==> config.mk <==
export PLATFORM = sky130hd
export DESIGN_NAME = scr_core
export DESIGN_NICKNAME = d
export VERILOG_FILES = /design/src/rtl/scr_pkg.sv /design/src/rtl/scr_decoder.sv /design/src/rtl/scr_regfile.sv /design/src/rtl/scr_alu.sv /design/src/rtl/scr_next_pc.sv /design/src/rtl/scr_core.sv
export SDC_FILE = /design/constraint.sdc
export NUM_CORES = 2
export LEC_CHECK = 0
export BUFFER_PORTS_ARGS = -buffer_cell sky130_fd_sc_hd__buf_2
export CORE_UTILIZATION = 44
export CTS_BUF_LIST = sky130_fd_sc_hd__clkbuf_16
export DETAILED_ROUTE_END_ITERATION = 8
export PLACE_DENSITY = 0.66
export RECOVER_POWER = 50
export SYNTH_ARGS = -nofsm -noshare
export SYNTH_HDL_FRONTEND = slang
export SYNTH_HIERARCHICAL = 1
export SYNTH_SLANG_ARGS = --single-unit
export TNS_END_PERCENT = 1
==> constraint.sdc <==
create_clock -name clk -period 15.2 [get_ports clk]
set_input_delay 2.28 -clock clk [delete_from_list [all_inputs] [get_ports clk]]
set_output_delay 2.28 -clock clk [all_outputs]
set_load 0.02 [all_outputs]
==> src/rtl/scr_pkg.sv <==
package scr_pkg;

    localparam int XLEN = 32;
    localparam int NREG = 32;
    localparam int RAW  = $clog2(NREG);
    localparam int IMMW = 16;
    localparam int TGTW = 26;
    localparam int OPW  = 6;
    localparam int FNW  = 6;

    localparam logic [OPW-1:0] OP_REG  = 6'd0;
    localparam logic [OPW-1:0] OP_J    = 6'd2;
    localparam logic [OPW-1:0] OP_BEQ  = 6'd4;
    localparam logic [OPW-1:0] OP_BNE  = 6'd5;
    localparam logic [OPW-1:0] OP_ADDI = 6'd8;
    localparam logic [OPW-1:0] OP_SLTI = 6'd10;
    localparam logic [OPW-1:0] OP_ANDI = 6'd12;
    localparam logic [OPW-1:0] OP_ORI  = 6'd13;
    localparam logic [OPW-1:0] OP_LUI  = 6'd15;
    localparam logic [OPW-1:0] OP_LW   = 6'd35;
    localparam logic [OPW-1:0] OP_SW   = 6'd43;

    localparam logic [FNW-1:0] FN_JR  = 6'd8;
    localparam logic [FNW-1:0] FN_ADD = 6'd32;
    localparam logic [FNW-1:0] FN_SUB = 6'd34;
    localparam logic [FNW-1:0] FN_SLT = 6'd42;

    typedef enum logic [2:0] {
        ALU_ADD,
        ALU_SUB,
        ALU_SLT,
        ALU_AND,
        ALU_OR,
        ALU_UPPER
    } alu_op_e;

    typedef enum logic [2:0] {
        PC_SEQ,
        PC_BR_EQ,
        PC_BR_NE,
        PC_JUMP,
        PC_JREG
    } pc_sel_e;

    typedef enum logic [2:0] {
        CL_IDLE,
        CL_REG,
        CL_JREG,
        CL_IMM,
        CL_LOAD,
        CL_STORE,
        CL_BRANCH,
        CL_JUMP
    } ins_class_e;

    typedef struct packed {
        alu_op_e alu_op;
        logic    b_is_imm;
        logic    imm_zero;
        logic    wr_en;
        logic    wr_sel_rd;
        logic    mem_rd;
        logic    mem_wr;
        pc_sel_e pc_sel;
    } ctrl_t;

endpackage

==> src/rtl/scr_decoder.sv <==
module scr_decoder
    import scr_pkg::*;
(
    input  logic [OPW-1:0] op,
    input  logic [FNW-1:0] funct,
    output ins_class_e     cls,
    output ctrl_t          ctrl
);

    alu_op_e alu_sel;

    // Classification process: opcode and function code pick the class.
    always_comb begin
        cls     = CL_IDLE;
        alu_sel = ALU_ADD;
        unique case (op)
            OP_REG: begin
                unique case (funct)
                    FN_ADD:  begin cls = CL_REG;  alu_sel = ALU_ADD; end
                    FN_SUB:  begin cls = CL_REG;  alu_sel = ALU_SUB; end
                    FN_SLT:  begin cls = CL_REG;  alu_sel = ALU_SLT; end
                    FN_JR:   begin cls = CL_JREG; alu_sel = ALU_ADD; end
                    default: begin cls = CL_IDLE; alu_sel = ALU_ADD; end
                endcase
            end
            OP_ADDI: begin cls = CL_IMM;    alu_sel = ALU_ADD;   end
            OP_SLTI: begin cls = CL_IMM;    alu_sel = ALU_SLT;   end
            OP_ANDI: begin cls = CL_IMM;    alu_sel = ALU_AND;   end
            OP_ORI:  begin cls = CL_IMM;    alu_sel = ALU_OR;    end
            OP_LUI:  begin cls = CL_IMM;    alu_sel = ALU_UPPER; end
            OP_LW:   begin cls = CL_LOAD;   alu_sel = ALU_ADD;   end
            OP_SW:   begin cls = CL_STORE;  alu_sel = ALU_ADD;   end
            OP_BEQ:  begin cls = CL_BRANCH; alu_sel = ALU_SUB;   end
            OP_BNE:  begin cls = CL_BRANCH; alu_sel = ALU_SUB;   end
            OP_J:    begin cls = CL_JUMP;   alu_sel = ALU_ADD;   end
            default: begin cls = CL_IDLE;   alu_sel = ALU_ADD;   end
        endcase
    end

    // Control process: class drives the datapath steering.
    always_comb begin
        ctrl           = '0;
        ctrl.alu_op    = alu_sel;
        ctrl.pc_sel    = PC_SEQ;
        ctrl.imm_zero  = (op == OP_ANDI) || (op == OP_ORI) || (op == OP_LUI);
        unique case (cls)
            CL_IDLE: begin
                ctrl.wr_en = 1'b0;
            end
            CL_REG: begin
                ctrl.wr_en     = 1'b1;
                ctrl.wr_sel_rd = 1'b1;
            end
            CL_JREG: begin
                ctrl.pc_sel = PC_JREG;
            end
            CL_IMM: begin
                ctrl.wr_en    = 1'b1;
                ctrl.b_is_imm = 1'b1;
            end
            CL_LOAD: begin
                ctrl.wr_en    = 1'b1;
                ctrl.b_is_imm = 1'b1;
                ctrl.mem_rd   = 1'b1;
            end
            CL_STORE: begin
                ctrl.b_is_imm = 1'b1;
                ctrl.mem_wr   = 1'b1;
            end
            CL_BRANCH: begin
                ctrl.pc_sel = (op == OP_BEQ) ? PC_BR_EQ : PC_BR_NE;
            end
            CL_JUMP: begin
                ctrl.pc_sel = PC_JUMP;
            end
            default: begin
                ctrl.wr_en = 1'b0;
            end
        endcase
    end

    // a store class never also claims a register write
    always_comb begin
        a_r7_store_no_regwrite: assert (!(ctrl.mem_wr && ctrl.wr_en));
    end

endmodule

==> src/rtl/scr_regfile.sv <==
module scr_regfile #(
    parameter int W    = 32,
    parameter int N    = 32,
    localparam int AW  = $clog2(N)
) (
    input  logic          clk,
    input  logic          rst_n,
    input  logic          we,
    input  logic [AW-1:0] waddr,
    input  logic [W-1:0]  wdata,
    input  logic [AW-1:0] raddr_a,
    input  logic [AW-1:0] raddr_b,
    output logic [W-1:0]  rdata_a,
    output logic [W-1:0]  rdata_b
);

    logic [W-1:0] regs_q [N];

    always_ff @(posedge clk) begin
        if (we && (waddr != '0)) begin
            regs_q[waddr] <= wdata;
        end
    end

    always_comb begin
        rdata_a = (raddr_a == '0) ? '0 : regs_q[raddr_a];
        rdata_b = (raddr_b == '0) ? '0 : regs_q[raddr_b];
    end

    // a value written to a nonzero register is returned on the next cycle
    a_r8_write_visible: assert property (@(posedge clk) disable iff (!rst_n)
        (we && (waddr != '0)) ##1 (raddr_a == $past(waddr)) |-> (rdata_a == $past(wdata)));

    // register zero reads zero even right after a write aimed at it
    a_r8_zero_sticks: assert property (@(posedge clk) disable iff (!rst_n)
        (we && (waddr == '0)) ##1 (raddr_b == '0) |-> (rdata_b == '0));

endmodule

==> src/rtl/scr_alu.sv <==
module scr_alu
    import scr_pkg::*;
#(
    parameter int W    = 32,
    localparam int HALF = W / 2
) (
    input  alu_op_e      op,
    input  logic [W-1:0] a,
    input  logic [W-1:0] b,
    output logic [W-1:0] y
);

    always_comb begin
        unique case (op)
            ALU_ADD:   y = a + b;
            ALU_SUB:   y = a - b;
            ALU_SLT:   y = {{(W-1){1'b0}}, ($signed(a) < $signed(b))};
            ALU_AND:   y = a & b;
            ALU_OR:    y = a | b;
            ALU_UPPER: y = {b[HALF-1:0], {HALF{1'b0}}};
            default:   y = a + b;
        endcase
    end

endmodule

==> src/rtl/scr_next_pc.sv <==
module scr_next_pc
    import scr_pkg::*;
#(
    parameter int W   = 32,
    parameter int TW  = 26,
    localparam int KEEP = W - TW - 2
) (
    input  pc_sel_e       sel,
    input  logic [W-1:0]  pc,
    input  logic [W-1:0]  offset_ext,
    input  logic [TW-1:0] target,
    input  logic [W-1:0]  reg_target,
    input  logic          same,
    output logic [W-1:0]  next_pc
);

    logic [W-1:0] pc_inc;
    logic [W-1:0] br_dest;
    logic [W-1:0] jmp_dest;

    always_comb begin
        pc_inc   = pc + W'(4);
        br_dest  = pc_inc + (offset_ext << 2);
        jmp_dest = {pc_inc[W-1 -: KEEP], target, 2'b00};
        unique case (sel)
            PC_SEQ:   next_pc = pc_inc;
            PC_BR_EQ: next_pc = same ? br_dest : pc_inc;
            PC_BR_NE: next_pc = same ? pc_inc : br_dest;
            PC_JUMP:  next_pc = jmp_dest;
            PC_JREG:  next_pc = reg_target;
            default:  next_pc = pc_inc;
        endcase
    end

endmodule

==> src/rtl/scr_core.sv <==
module scr_core
    import scr_pkg::*;
#(
    parameter logic [XLEN-1:0] RESET_PC = '0
) (
    input  logic            clk,
    input  logic            rst_n,
    output logic [XLEN-1:0] imem_addr,
    input  logic [XLEN-1:0] imem_data,
    output logic [XLEN-1:0] dmem_addr,
    output logic [XLEN-1:0] dmem_wdata,
    output logic            dmem_we,
    input  logic [XLEN-1:0] dmem_rdata
);

    logic [XLEN-1:0] pc_q;
    logic [XLEN-1:0] pc_d;
    ins_class_e      cls;
    ctrl_t           ctrl;

    logic [OPW-1:0]  f_op;
    logic [RAW-1:0]  f_rs;
    logic [RAW-1:0]  f_rt;
    logic [RAW-1:0]  f_rd;
    logic [FNW-1:0]  f_fn;
    logic [IMMW-1:0] f_imm;
    logic [TGTW-1:0] f_tgt;

    logic [XLEN-1:0] rs_val;
    logic [XLEN-1:0] rt_val;
    logic [XLEN-1:0] imm_sext;
    logic [XLEN-1:0] imm_ext;
    logic [XLEN-1:0] alu_b;
    logic [XLEN-1:0] alu_y;
    logic [XLEN-1:0] wb_data;
    logic [RAW-1:0]  wb_addr;
    logic            wb_en;

    // Instruction fields
    always_comb begin
        f_op  = imem_data[31:26];
        f_rs  = imem_data[25:21];
        f_rt  = imem_data[20:16];
        f_rd  = imem_data[15:11];
        f_fn  = imem_data[5:0];
        f_imm = imem_data[15:0];
        f_tgt = imem_data[25:0];
    end

    scr_decoder u_dec (
        .op    (f_op),
        .funct (f_fn),
        .cls   (cls),
        .ctrl  (ctrl)
    );

    scr_regfile #(.W(XLEN), .N(NREG)) u_rf (
        .clk     (clk),
        .rst_n   (rst_n),
        .we      (wb_en),
        .waddr   (wb_addr),
        .wdata   (wb_data),
        .raddr_a (f_rs),
        .raddr_b (f_rt),
        .rdata_a (rs_val),
        .rdata_b (rt_val)
    );

    always_comb begin
        imm_sext = {{(XLEN-IMMW){f_imm[IMMW-1]}}, f_imm};
        imm_ext  = ctrl.imm_zero ? {{(XLEN-IMMW){1'b0}}, f_imm} : imm_sext;
        alu_b    = ctrl.b_is_imm ? imm_ext : rt_val;
    end

    scr_alu #(.W(XLEN)) u_alu (
        .op (ctrl.alu_op),
        .a  (rs_val),
        .b  (alu_b),
        .y  (alu_y)
    );

    scr_next_pc #(.W(XLEN), .TW(TGTW)) u_npc (
        .sel        (ctrl.pc_sel),
        .pc         (pc_q),
        .offset_ext (imm_sext),
        .target     (f_tgt),
        .reg_target (rs_val),
        .same       (rs_val == rt_val),
        .next_pc    (pc_d)
    );

    // Program counter register
    always_ff @(posedge clk) begin
        if (!rst_n) begin
            pc_q <= RESET_PC;
        end else begin
            pc_q <= pc_d;
        end
    end

    // Write-back and memory-side outputs
    always_comb begin
        wb_en      = ctrl.wr_en && rst_n;
        wb_addr    = ctrl.wr_sel_rd ? f_rd : f_rt;
        wb_data    = ctrl.mem_rd ? dmem_rdata : alu_y;
        imem_addr  = pc_q;
        dmem_addr  = alu_y;
        dmem_wdata = rt_val;
        dmem_we    = ctrl.mem_wr && rst_n;
    end

    // sequential instructions step by one word
    a_r13_seq_step: assert property (@(posedge clk) disable iff (!rst_n)
        (ctrl.pc_sel == PC_SEQ) |=> (imem_addr == $past(imem_addr) + 32'd4));

    // a taken equal-branch lands on the offset word
    a_r9_beq_taken: assert property (@(posedge clk) disable iff (!rst_n)
        (ctrl.pc_sel == PC_BR_EQ && rs_val == rt_val)
        |=> (imem_addr == $past(imem_addr + 32'd4 + (imm_sext << 2))));

    // a region jump keeps the upper four bits of PC+4
    a_r10_region_kept: assert property (@(posedge clk) disable iff (!rst_n)
        (ctrl.pc_sel == PC_JUMP)
        |=> (imem_addr[31:28] == $past(imem_addr + 32'd4) >> 28) && (imem_addr[1:0] == 2'b00));

    // a register jump loads the PC from rs
    a_r11_reg_jump: assert property (@(posedge clk) disable iff (!rst_n)
        (ctrl.pc_sel == PC_JREG) |=> (imem_addr == $past(rs_val)));

    // an unrecognised word neither stores nor writes a register
    a_r12_idle_quiet: assert property (@(posedge clk) disable iff (!rst_n)
        (cls == CL_IDLE) |-> (!dmem_we && !wb_en));

endmodule

; Word level (Yosys, flattened, before mapping)
; Memory sizes are Yosys's and may differ from the RTL's.
; Index checks and enable logic that the tools add are counted.
[totals]
n_memories = 1
output_inout_bits = 97
register_bits = 32
ramBits = 1024
elab_cells = 77
[op_classes]
reduce_logical = 14
eq_ne = 31
n_mux = 23
n_lt_le_gt_ge = 1
add_sub_neg = 4
bitwise = 2
[mem_list]
columns = memory, words, word_bits, rd, rd_ports_with_merged_regs, write_ports, line_no
row1 = u_rf.regs_q, 32, 32, 2, 0, 1, scr_regfile.sv:17  ; logic [W-1:0] regs_q [N];
[ops]
columns = op, count
row1 = 32-bit two-way mux, 7
row2 = 32-bit case mux with 5 select lines, 1
row3 = 32-bit case mux with 4 select lines, 1
row4 = 32-bit adder, 2
row5 = "6-bit by 4-bit == test with 1-bit output, second input constant", 6
row6 = 3-bit case mux with 6 select lines, 2
row7 = "32-bit by 3-bit adder with 32-bit output, second input constant", 1
row8 = 32-bit AND, 1
row9 = 32-bit == test, 1
row10 = 32-bit less-than comparator, 1
row11 = 32-bit bitwise OR, 1
row12 = 32-bit subtractor, 1
row13 = "6-bit == test, second input constant", 5
row14 = "3-bit == test, second input constant", 7
row15 = "3-bit by 2-bit == test with 1-bit output, second input constant", 6
row16 = "6-bit by 3-bit == test with 1-bit output, second input constant", 2
row17 = 5-bit logical NOT, 2
row18 = "3-bit by 1-bit == test with 1-bit output, second input constant", 3
row19 = 3-bit case mux with 3 select lines, 1
row20 = 3-bit OR reduction, 3
row21 = 2-bit case mux with 2 select lines, 2
row22 = 1-bit two-way mux, 7
row23 = "6-bit by 2-bit == test with 1-bit output, second input constant", 1
row24 = 6-bit logical NOT, 1
row25 = other kinds (7), 10

; Depth between registers and ports, before layout
[depth]
depth_word = 11
mapped_depth = 22
ltp_nobuf = 17

; Hierarchy
; Netlist, hierarchy kept.
[by_module_without_submodules]
columns = module, seq_area_each_um2, instances, cells_each, area_each_um2
row1 = scr_regfile, 30749.5, 1, 2564, 47929.7
row2 = scr_alu, 0.0, 1, 799, 5172.5
row3 = scr_next_pc, 0.0, 1, 455, 3062.9
row4 = scr_core, 640.6, 1, 207, 2005.7
row5 = scr_decoder, 0.0, 1, 59, 439.2

; Worst setup path after synthesis
; No wires, ideal clock.
[synth_path]
path_type = input to output
start = input imem_data[18]
end = output dmem_addr[30]
path_slack_ns = 5.885
cell_stages = 18
t_required_ns = 12.920
arrival_ns = 7.035
cell_sequence = buf_4 -> or3_1 -> buf_2 -> buf_1 -> o221ai_1 -> a21oi_1 -> a211oi_1 -> mux2_2 -> inv_1 -> ha_1 -> o21ba_1 -> or4_4 -> a211oi_2 -> o31ai_1 -> o2111ai_1 -> a41oi_2 -> xnor2_1 -> a221oi_1
[synth_via]
elab_chain_cells = 5
word_cells_on_any_way = 9
cone_classes = 2 x add/sub / 3 x mux / 2 x bitwise / 1 x reduce/logical / 1 x memory
[synth_rtl]
columns = element, line_no
row1 = "start, declared", scr_core.sv:9  ; input logic [XLEN-1:0] imem_data,
row2 = memory read 32 x 32 bit or 5-bit logical NOT (tied branches), -
row3 = 32-bit two-way mux (*), scr_regfile.sv:27  ; rdata_b = (raddr_b == '0) ? '0 : regs_q[raddr_b];
row4 = named net dmem_wdata[2], scr_core.sv:11  ; output logic [XLEN-1:0] dmem_wdata,
row5 = 32-bit two-way mux (*), scr_core.sv:72  ; alu_b = ctrl.b_is_imm ? imm_ext : rt_val;
row6 = named net alu_b[2], scr_core.sv:33  ; logic [XLEN-1:0] alu_b;
row7 = 32-bit adder or 32-bit subtractor (tied branches), "scr_alu.sv:15, scr_alu.sv:21, scr_alu.sv:16"
row8 = 32-bit case mux with 5 select lines (*), scr_alu.sv:14  ; unique case (op)
row9 = "end, declared", scr_core.sv:10  ; output logic [XLEN-1:0] dmem_addr,
; Mark *: on every way through the listed nets, which the timed path passes. The rest lies on a longest branch.

; Worst setup path in the final report
[layout_path]
start = input imem_data[22]
end = output dmem_addr[22]
[layout_via]
elab_chain_cells = 4
word_cells_on_any_way = 8
cone_classes = 2 x add/sub / 2 x mux / 2 x bitwise / 1 x reduce/logical / 1 x memory
[layout_rtl]
columns = element, line_no
row1 = memory read 32 x 32 bit or 5-bit logical NOT (tied branches), -
row2 = 32-bit two-way mux (*), scr_regfile.sv:26  ; rdata_a = (raddr_a == '0) ? '0 : regs_q[raddr_a];
row3 = named net rs_val[0], scr_core.sv:29  ; logic [XLEN-1:0] rs_val;
row4 = 32-bit adder or 32-bit subtractor (tied branches), "scr_alu.sv:15, scr_alu.sv:21, scr_alu.sv:16"
row5 = 32-bit case mux with 5 select lines (*), scr_alu.sv:14
; Marks and branches as above.

==> results by group <==
Cells and area
  – Final Cell Area: 64,800 µm²
  – Layout Nets: 4,416
  – Filler cell count: 11,300
  – P&R area growth vs syn: 10.8%
  – Layout cells sized above 1: 21.4%

Timing
  – Fin. Hold Viols: 0
  – Final Critical Period: 12.80 ns
  – Setup TNS: 0 ns
  – Period utilization: 84.2%
  – Slew Viols, Final: 1,046
  – RSZ-0062 raised after global routing: no
  – Clock skew: 0.0404 ns
  – Fmax: 78.1 MHz
  – Actual slew at the worst max-slew pin: 3.67 ns
  – Setup violations, final: 0
  – Slew headroom: -145%

Die
  – Rows: 133
  – Initial Util: 44.4%
  – Die Span X: 367 µm
  – Core box area: 132,000 µm²
  – Die area: 135,000 µm²
  – DIE HEIGHT: 367 µm
  – # IOs: 163

Clocking
  – Clock slew seen by the registers of the worst setup and hold paths: 0.05 ns
  – H-tree depth: 3
  – Insertion delay to the later sink of the worst-skew pair: 0.75 ns
  – Resize count post-CTS: 0
  – CTS sink count: 1,056
  – Num CTS Buffers: 106
  – CTS Buffer Depth: 3
  – Hold buffer count at CTS: 0
  – CTS tree: built
  – Clk root buf: clkbuf_16
  – Setup bufs post-CTS: 0

Global route
  – First-pass GRT wire length: 295 mm
  – Largest net degree at the start of global routing: 105
  – Total GRT Usage: 30.6%
  – Vias in the first global route: 40,000
  – Gr busiest metal: met2
  – Initial antenna violation count: 7
  – Congestion Overflow GR: 0
  – Met2 Use GR: 47.3%
  – GRT met3 Usage: 7.74%
  – Met1 GRT Util: 40.0%

Setup path
  – Crit path kind: primary input to output port
  – Crit end category: output port
  – Crit Path Max Fanout: 57
  – CP arrival: 10.52 ns
  – Worst path required time: 12.92 ns
  – CP Launch Type: primary input

Route
  – Wirelength per Cell: 34.7 µm
  – DR vias: 41,800
  – Detailed Route Iter0 Violations: 6,509
  – 1st-pass router iterations: 8
  – Final ANT Viol Nets: 0
  – Final Routed Wirelength: 210 mm
  – DRC viols: 0
  – Vias/cell: 6.88

Synthesis
  – Yosys warnings: 6
  – Synth Cell Area: 58,500 µm²
  – Syn avg cell area: 14.4 µm²
  – Post-Synthesis Cells: 4,072

Outcome
  – Status: complete, but fails checks
  – Failing checks: max-capacitance violations, max-slew violations

Power and ir drop
  – Peak supply drop: 80.7 µV
  – P_leak: 22.3 nW
  – PD cells: 123 nW/µm²

Placed design
  – Area post-placement: 61,700 µm²
  – HPWL after detailed placement: 135 mm
  – Port bufs: 162
  – GP Congestion: 0.982

Worst hold path
  – Tightest Hold Check Type: flip-flop to flip-flop

Run
  – Max Cap Viol: 46
## metal layers
metal | wire length [µm] | share of wire (%)
met1 | 78300 | 37
met2 | 95500 | 45
met3 | 25000 | 12
met4 | 11400 | 5.4
met5 | 45 | 0.021
## through the flow
step | cells | setup WS, ns | utilization, % | power [mW] | hold slack [ns]
6_report | 6064 | 2.40 | 49.2 | 7.96 | 0.627
5_1_grt | 6057 | 2.43 | 49.2 | 8.17 | 0.644
4_1_cts | 6057 | 3.45 | 49.4 | 7.94 | 0.611
3_5_place_dp | 5863 | 3.48 | 46.9 | 5.38 | 0.601
3_3_place_gp | 5863 | 3.16 | 46.8 | 5.36 | 0.607
2_1_floorplan | 4103 | 5.89 | - | 4.70 | 0.681
## placed cells by master (no fill, tap or decap), types with 16 or more instances in the layout
| cell | count |
|---|---|
| a221oi_1 | 49 |
| mux4_2 | 298 |
| a31oi_1 | 17 |
| nor3_1 | 23 |
| a21oi_1 | 144 |
| nand2b_1 | 18 |
| nand4_1 | 46 |
| conb_1 | 32 |
| a21o_1 | 25 |
| a221oi_2 | 20 |
| a311oi_1 | 24 |
| nand2_1 | 190 |
| o31ai_1 | 16 |
| nor2_1 | 137 |
| clkbuf_1 | 67 |
| ha_1 | 131 |
| o221ai_1 | 79 |
| a22oi_1 | 75 |
| a222oi_1 | 23 |
| inv_1 | 143 |
| dfxtp_1 | 32 |
| clkbuf_16 | 107 |
| a221o_1 | 17 |
| mux2_2 | 114 |
| xnor2_1 | 33 |
| and2_1 | 42 |
| nor2b_1 | 51 |
| buf_2 | 121 |
| clkinv_2 | 23 |
| buf_4 | 109 |
| mux4_1 | 54 |
| mux2i_1 | 326 |
| o211ai_1 | 16 |
| o21ai_0 | 170 |
| nand3_1 | 31 |
| edfxtp_1 | 1024 |
| clkinv_1 | 33 |
| a211oi_1 | 75 |
| xor2_1 | 54 |
## layout make-up
cell class | count | area, µm² | share of cell area [%]
repair buffers | 309 | 1880 | 2.90
multi-input cells | 2607 | 25400 | 39.2
diodes | 7 | 17.5 | 0.0270
well taps | 1755 | 2200 | 3.39
flip-flops and latches | 1056 | 31400 | 48.4
clock inverters | 87 | 724 | 1.12
inverters | 136 | 512 | 0.789
clock buffers | 107 | 2680 | 4.13
## sequential cells by signal, summed over array words and instances (netlist names)
name         count
u_rf/regs_q   1024
imem_addr       32
## critical path, stage by stage
cell and delay (ns):
buf_8 0.33, buf_12 0.35, nor2b_1 0.98, clkbuf_1 1.71
a221oi_1 0.36, o21ai_0 0.29, a311oi_1 0.14, clkbuf_1 0.33
inv_1 0.17, ha_1 0.20, fa_1 0.24, o21ba_1 0.18
or4_4 0.16, a211oi_2 0.10, o311ai_0 0.75, and4_1 0.42
or3_1 0.15, a21oi_1 0.06, a211oi_1 0.73, buf_2 0.30
## path summary, 6_finish.rpt
path                            from                 end  slack [ns]  cells after the start
setup / recovery       imem_data[22]       dmem_addr[22]        2.40                     20
hold / removal          imem_addr[1]        imem_addr[1]        0.63                      3
setup reg to reg  u_rf/regs_q[11][9]  u_rf/regs_q[9][22]        8.54                     16
hold reg to reg         imem_addr[1]        imem_addr[1]        0.63                      3
## power by group
part,switching (mW),leakage (nW),total [mW],internal [mW]
combinational,1.27,11.1,1.77,0.496
sequential,0.0177,9.50,3.61,3.59
clock,1.15,1.71,2.59,1.44
(Power assumes the default switching activity.)
